**src/rtl/cardClkPkg.sv**
```systemverilog
package cardClkPkg;

  // width of the half-period counter; holds half ratios up to 15
  localparam int HALF_W = 4;

  // select encoding is fixed; both bits high (pulled-up pins) means /2
  typedef enum logic [1:0] {
    SEL_DIV6 = 2'b00,
    SEL_DIV4 = 2'b01,
    SEL_PASS = 2'b10,
    SEL_DIV2 = 2'b11
  } ratioSelE;

  // strobes from control to datapath
  typedef struct packed {
    logic              clear;      // force phase low, counter to zero
    logic              startHigh;  // begin a high phase this edge
    logic              passEn;     // request the pass-through gate
    logic [HALF_W-1:0] halfLen;    // reference cycles per phase
  } divStrobeT;

endpackage

```
**src/rtl/cardClkCtrl.sv**
```systemverilog
module cardClkCtrl
  import cardClkPkg::*;
#(
  parameter int SLOW_DIV = 6,
  parameter int MID_DIV  = 4,
  parameter int FAST_DIV = 2
) (
  input  logic      refClk,
  input  logic      rstN,
  input  logic [1:0] selIn,
  input  logic      clkEn,
  input  logic      lowEnd,
  output divStrobeT strobe,
  output logic      running
);

  localparam logic [HALF_W-1:0] HALF_SLOW = HALF_W'(SLOW_DIV / 2);
  localparam logic [HALF_W-1:0] HALF_MID  = HALF_W'(MID_DIV / 2);
  localparam logic [HALF_W-1:0] HALF_FAST = HALF_W'(FAST_DIV / 2);
  localparam logic [HALF_W-1:0] HALF_PASS = HALF_W'(1);

  ratioSelE ratioQ, ratioNext, selCode;
  logic     runQ, runNext;
  logic     boundary;
  logic     startHigh, clearPhase;

  assign selCode = ratioSelE'(selIn);

  // a period boundary: idle, pass-through, or the last cycle of a low phase
  assign boundary = !runQ || (ratioQ == SEL_PASS) || lowEnd;

  always_comb begin
    runNext    = runQ;
    ratioNext  = ratioQ;
    startHigh  = 1'b0;
    clearPhase = 1'b0;
    if (boundary) begin
      clearPhase = 1'b1;
      ratioNext  = selCode;
      if (runQ && (ratioQ == SEL_PASS) && (selCode != SEL_PASS)) begin
        // leave pass-through through one idle cycle so the gate drops first
        runNext = 1'b0;
      end else if (clkEn) begin
        runNext = 1'b1;
        if (selCode != SEL_PASS) begin
          startHigh  = 1'b1;
          clearPhase = 1'b0;
        end
      end else begin
        runNext = 1'b0;
      end
    end
  end

  always_ff @(posedge refClk or negedge rstN) begin
    if (!rstN) begin
      runQ   <= 1'b0;
      ratioQ <= SEL_DIV2;
    end else begin
      runQ   <= runNext;
      ratioQ <= ratioNext;
    end
  end

  always_comb begin
    unique case (ratioQ)
      SEL_DIV6: strobe.halfLen = HALF_SLOW;
      SEL_DIV4: strobe.halfLen = HALF_MID;
      SEL_DIV2: strobe.halfLen = HALF_FAST;
      default:  strobe.halfLen = HALF_PASS;
    endcase
    strobe.clear     = clearPhase;
    strobe.startHigh = startHigh;
    strobe.passEn    = runQ && (ratioQ == SEL_PASS);
  end

  assign running = runQ;

endmodule

```
**src/rtl/cardClkPath.sv**
```systemverilog
module cardClkPath
  import cardClkPkg::*;
(
  input  logic      refClk,
  input  logic      rstN,
  input  divStrobeT strobe,
  output logic      divHigh,
  output logic      passGate,
  output logic      lowEnd
);

  logic [HALF_W-1:0] cnt;
  logic              phaseQ;
  logic              gateQ;
  logic              lastCycle;

  assign lastCycle = (cnt == strobe.halfLen - HALF_W'(1));
  assign lowEnd    = !phaseQ && lastCycle;

  always_ff @(posedge refClk or negedge rstN) begin
    if (!rstN) begin
      cnt    <= '0;
      phaseQ <= 1'b0;
    end else if (strobe.clear) begin
      cnt    <= '0;
      phaseQ <= 1'b0;
    end else if (strobe.startHigh) begin
      cnt    <= '0;
      phaseQ <= 1'b1;
    end else if (lastCycle) begin
      cnt    <= '0;
      phaseQ <= !phaseQ;
    end else begin
      cnt    <= cnt + HALF_W'(1);
    end
  end

  // falling-edge gate: changes only while the reference is low
  always_ff @(negedge refClk or negedge rstN) begin
    if (!rstN) gateQ <= 1'b0;
    else       gateQ <= strobe.passEn;
  end

  assign divHigh  = phaseQ;
  assign passGate = gateQ;

endmodule

```
**src/rtl/cardClkTop.sv**
```systemverilog
module cardClkTop
  import cardClkPkg::*;
#(
  parameter int SLOW_DIV = 6,
  parameter int MID_DIV  = 4,
  parameter int FAST_DIV = 2
) (
  input  logic       refClk,
  input  logic       rstN,
  input  logic [1:0] divSel,
  input  logic       clkEn,
  output logic       cardClk,
  output logic       clkReady
);

  divStrobeT ctrlStrobe;
  logic      lowEnd;
  logic      divHigh;
  logic      passGate;

  cardClkCtrl #(
    .SLOW_DIV(SLOW_DIV),
    .MID_DIV (MID_DIV),
    .FAST_DIV(FAST_DIV)
  ) u_ctrl (
    .refClk (refClk),
    .rstN   (rstN),
    .selIn  (divSel),
    .clkEn  (clkEn),
    .lowEnd (lowEnd),
    .strobe (ctrlStrobe),
    .running(clkReady)
  );

  cardClkPath u_path (
    .refClk  (refClk),
    .rstN    (rstN),
    .strobe  (ctrlStrobe),
    .divHigh (divHigh),
    .passGate(passGate),
    .lowEnd  (lowEnd)
  );

  // only one source is active at a time
  assign cardClk = (refClk & passGate) | divHigh;

endmodule

```
**config.mk**
```make
export PLATFORM = sky130hd
export DESIGN_NAME = cardClkTop
export DESIGN_NICKNAME = d
export VERILOG_FILES = /design/src/rtl/cardClkPkg.sv /design/src/rtl/cardClkCtrl.sv /design/src/rtl/cardClkPath.sv /design/src/rtl/cardClkTop.sv
export SDC_FILE = /design/constraint.sdc
export NUM_CORES = 1
export LEC_CHECK = 0
export ABC_CLOCK_PERIOD_IN_PS = 2620
export BUFFER_PORTS_ARGS = -buffer_cell sky130_fd_sc_hd__buf_2
export CAP_MARGIN = 20
export CORE_AREA = 2 2 39 41
export DETAILED_ROUTE_END_ITERATION = 7
export DIE_AREA = 0 0 41 43
export HOLD_SLACK_MARGIN = 0.05
export PLACE_DENSITY = 0.64
export SETUP_SLACK_MARGIN = 0.2
export SYNTH_ARGS = -nofsm -noshare
export SYNTH_HDL_FRONTEND = slang
export SYNTH_HIERARCHICAL = 1
export SYNTH_SLANG_ARGS = --single-unit
```
**constraint.sdc**
```tcl
create_clock -name refClk -period 2.62 [get_ports refClk]
set_input_delay 0.262 -clock refClk [delete_from_list [all_inputs] [get_ports refClk]]
set_output_delay 0.262 -clock refClk [all_outputs]
set_load 0.005 [all_outputs]
```
==> flow_summary.yaml <==
placed_design:
  dpl_worst_slack_ps: 152
  hpwlAfterDp_um: 652
  placed_cells: 78
  gp_congestion: 0.728
  port_buffers: 6
  placed_area_um2: 588
detailed_routing:
  via_count: 422
  wl_um: 940
  dr.pass1.iters: 4
  drtAntennaViolNets: 0
  route.detailed.drc: 0
  dr.first_iter.drc_count: 5
  via_per_inst: 4.80
  wl_per_cell_um: 10.7
logic_synthesis:
  yosysUniqueCellTypes: 26
  syn_area_per_cell_um2: 9.56
  postSynthCellCount: 59
  synth_xor_area_frac: 0.133
  syn_area_um2: 564
  synth_compound_area_frac: 0.115
  ys.warnings.count: 6
  synth_ff_type: "dfrtp_1"
  synth-simple-area-share: 0.204
  synth_edf_count: 0
  async_flop_share: 1.00
  synth.mux.area_fraction: 0
  synth_top_family_by_area: "simple AND/OR/NAND/NOR gates"
  synth-seq-cells: 9
  ys_seq_area_frac: 0.404
  synthAdderAreaFrac: 0.0443
cells_and_area:
  fillers: 132
  fin_cells: 88
  final_cell_mix: "6 x clkbuf_4, 6 x buf_2, 6 x inv_1, 6 x dfrtp_1"
  post-route-util: 0.489
  area_delta_synth_final_pct: 20.0
  antenna_cells: 0
  multi_input_area_um2: 303
  seq_area_um2: 228
  stdcell_area_um2: 677
  drive_gt1_frac: 0.333
  nNetsFinal: 80
run_status:
  run_status: "finished, final reports clean"
die:
  start_util: 0.408
  pin_count: 7
  die_h_um: 43
  coreArea_um2: 1380
  die-area_um2: 1760
  rows: 14
  die_x_um: 41
timing:
  holdWs_ps: 99.2
  fin_ws_ps: 66.3
  fin_skew_ps: 18.2
  maxSlewViolCount: 0
  rsz0062_at_grt: "yes"
  final_hold_viol_count: 0
  fin_setup_tns_ps: 0
  setup_viol: 0
grt:
  track_usage: 0.142
  grt_max_degree: 10
  grt_pass1_wl_mm: 1.47
  antenna_found_initial: 0
  gr-total-overflow: 0
  grt_pass1_vias: 373
pwr:
  power_uw: 844
  ir_worst_vdd_uv: 591
  power_density_nw_per_um2: 1250
  p_leak_nw: 0.345
worst_setup_path:
  critPathTopFamily: "flip-flops"
  worstPathArrival_ps: 2290
  path_buf_inv: 1
  crit_type: "reg -> out"
  crit_required_ps: 2360
  crit_fanout: 1
  critPathLaunchType: "register"
  cp_slowest_cell: "dfrtn_1"
  cp-end-kind: "output pin"
  slowest_delay_ps: 330
  cp_cell_sequence: "a21o_1, buf_2"
cts:
  cts_tree: "done"
  clkTransAtPathRegs_ps: 60
  insertion_delay_ps: 390
min_path:
  hp-class: "in -> reg"
job:
  cap_violations: 0
[cell families after synthesis]
group / count (synthesis)
adder cells (fa/ha/maj): 2
flip-flops: 9
other: 1
XOR/XNOR: 7
AND/OR/NAND/NOR: 20
AO/OA/AOI/OAI: 10
buffers and inverters: 10
[synth_stat cells (2+ instances only)]
| library cell | count | share of area |
|---|---|---|
| a21o_1 | 2 | 0.027 |
| a21oi_1 | 2 | 0.018 |
| buf_4 | 4 | 0.053 |
| dfrtp_1 | 6 | 0.27 |
| dfstp_2 | 2 | 0.093 |
| ha_1 | 2 | 0.044 |
| inv_1 | 6 | 0.040 |
| nand2_1 | 5 | 0.033 |
| nand2b_1 | 3 | 0.033 |
| nor2_1 | 5 | 0.033 |
| nor3_2 | 2 | 0.035 |
| o21ai_0 | 2 | 0.018 |
| xnor2_1 | 3 | 0.047 |
| xor2_1 | 3 | 0.047 |
[area by class of cell]
| cell class | count | area share |
|---|---|---|
| multi-input combinational | 41 | 0.447 |
| timing repair buffer | 8 | 0.0739 |
| clock buffer | 8 | 0.0795 |
| sequential | 9 | 0.336 |
| inverter | 6 | 0.0333 |
| tap | 16 | 0.0296 |
[worst paths after layout]
| path | from | to | slack, ps | cells after the start |
|---|---|---|---|---|
| worst max-delay path | u_path/passGate | cardClk | 70 | 2 |
| worst min-delay path | divSel[1] | u_ctrl/ratioQ[1] | 100 | 3 |
| worst max register to register | u_ctrl/ratioQ[1] | u_path/cnt[3] | 350 | 12 |
| worst min register to register | u_ctrl/ratioQ[0] | u_ctrl/ratioQ[0] | 500 | 2 |
| max in group asynchronous | rstN | u_path/passGate | 960 | 2 |
| min in group asynchronous | rstN | u_path/cnt[1] | 270 | 2 |
[report_power, final]
group	total, mW	internal [mW]	switching, mW
logic	0.398	0.190	0.208
clock network	0.186	0.120	0.0662
registers	0.260	0.207	0.0528
total	0.844	0.517	0.327
[worst register-to-register path, cell delays in order (launching register included)]
cell and delay [ps]:
dfstp_2 540, inv_1 100, nand2_2 100, inv_1 50, ha_1 290, xor2_1 170, nand3_2 150, nor3_4 190
nand2_1 80, a21oi_1 250, nor2_2 60, o21ai_2 100, nor2_1 70
[metal layers]
metal,routed length [um],global-route usage,vias to the layer above
li1,-,-,214
met1,453,0.172,193
met2,404,0.147,11
met3,54,0.0942,4
met4,28,0.153,0
met5,0,0,-
[flip-flops by register name, summed over array words and instances (netlist names)]
register and count:
u_path/divHigh 1, u_path/passGate 1, u_ctrl/ratioQ 2, u_path/cnt 4
u_ctrl/running 1
[timing repair]
item,CTS,global route
hold buffers,1,0
endpoints found under the setup margin,5,6
resized for setup,3,2
pin swaps,0,3
setup buffers,0,2
gates cloned,0,0
endpoints found under the hold margin,8,0
(Power assumes the default switching activity.)
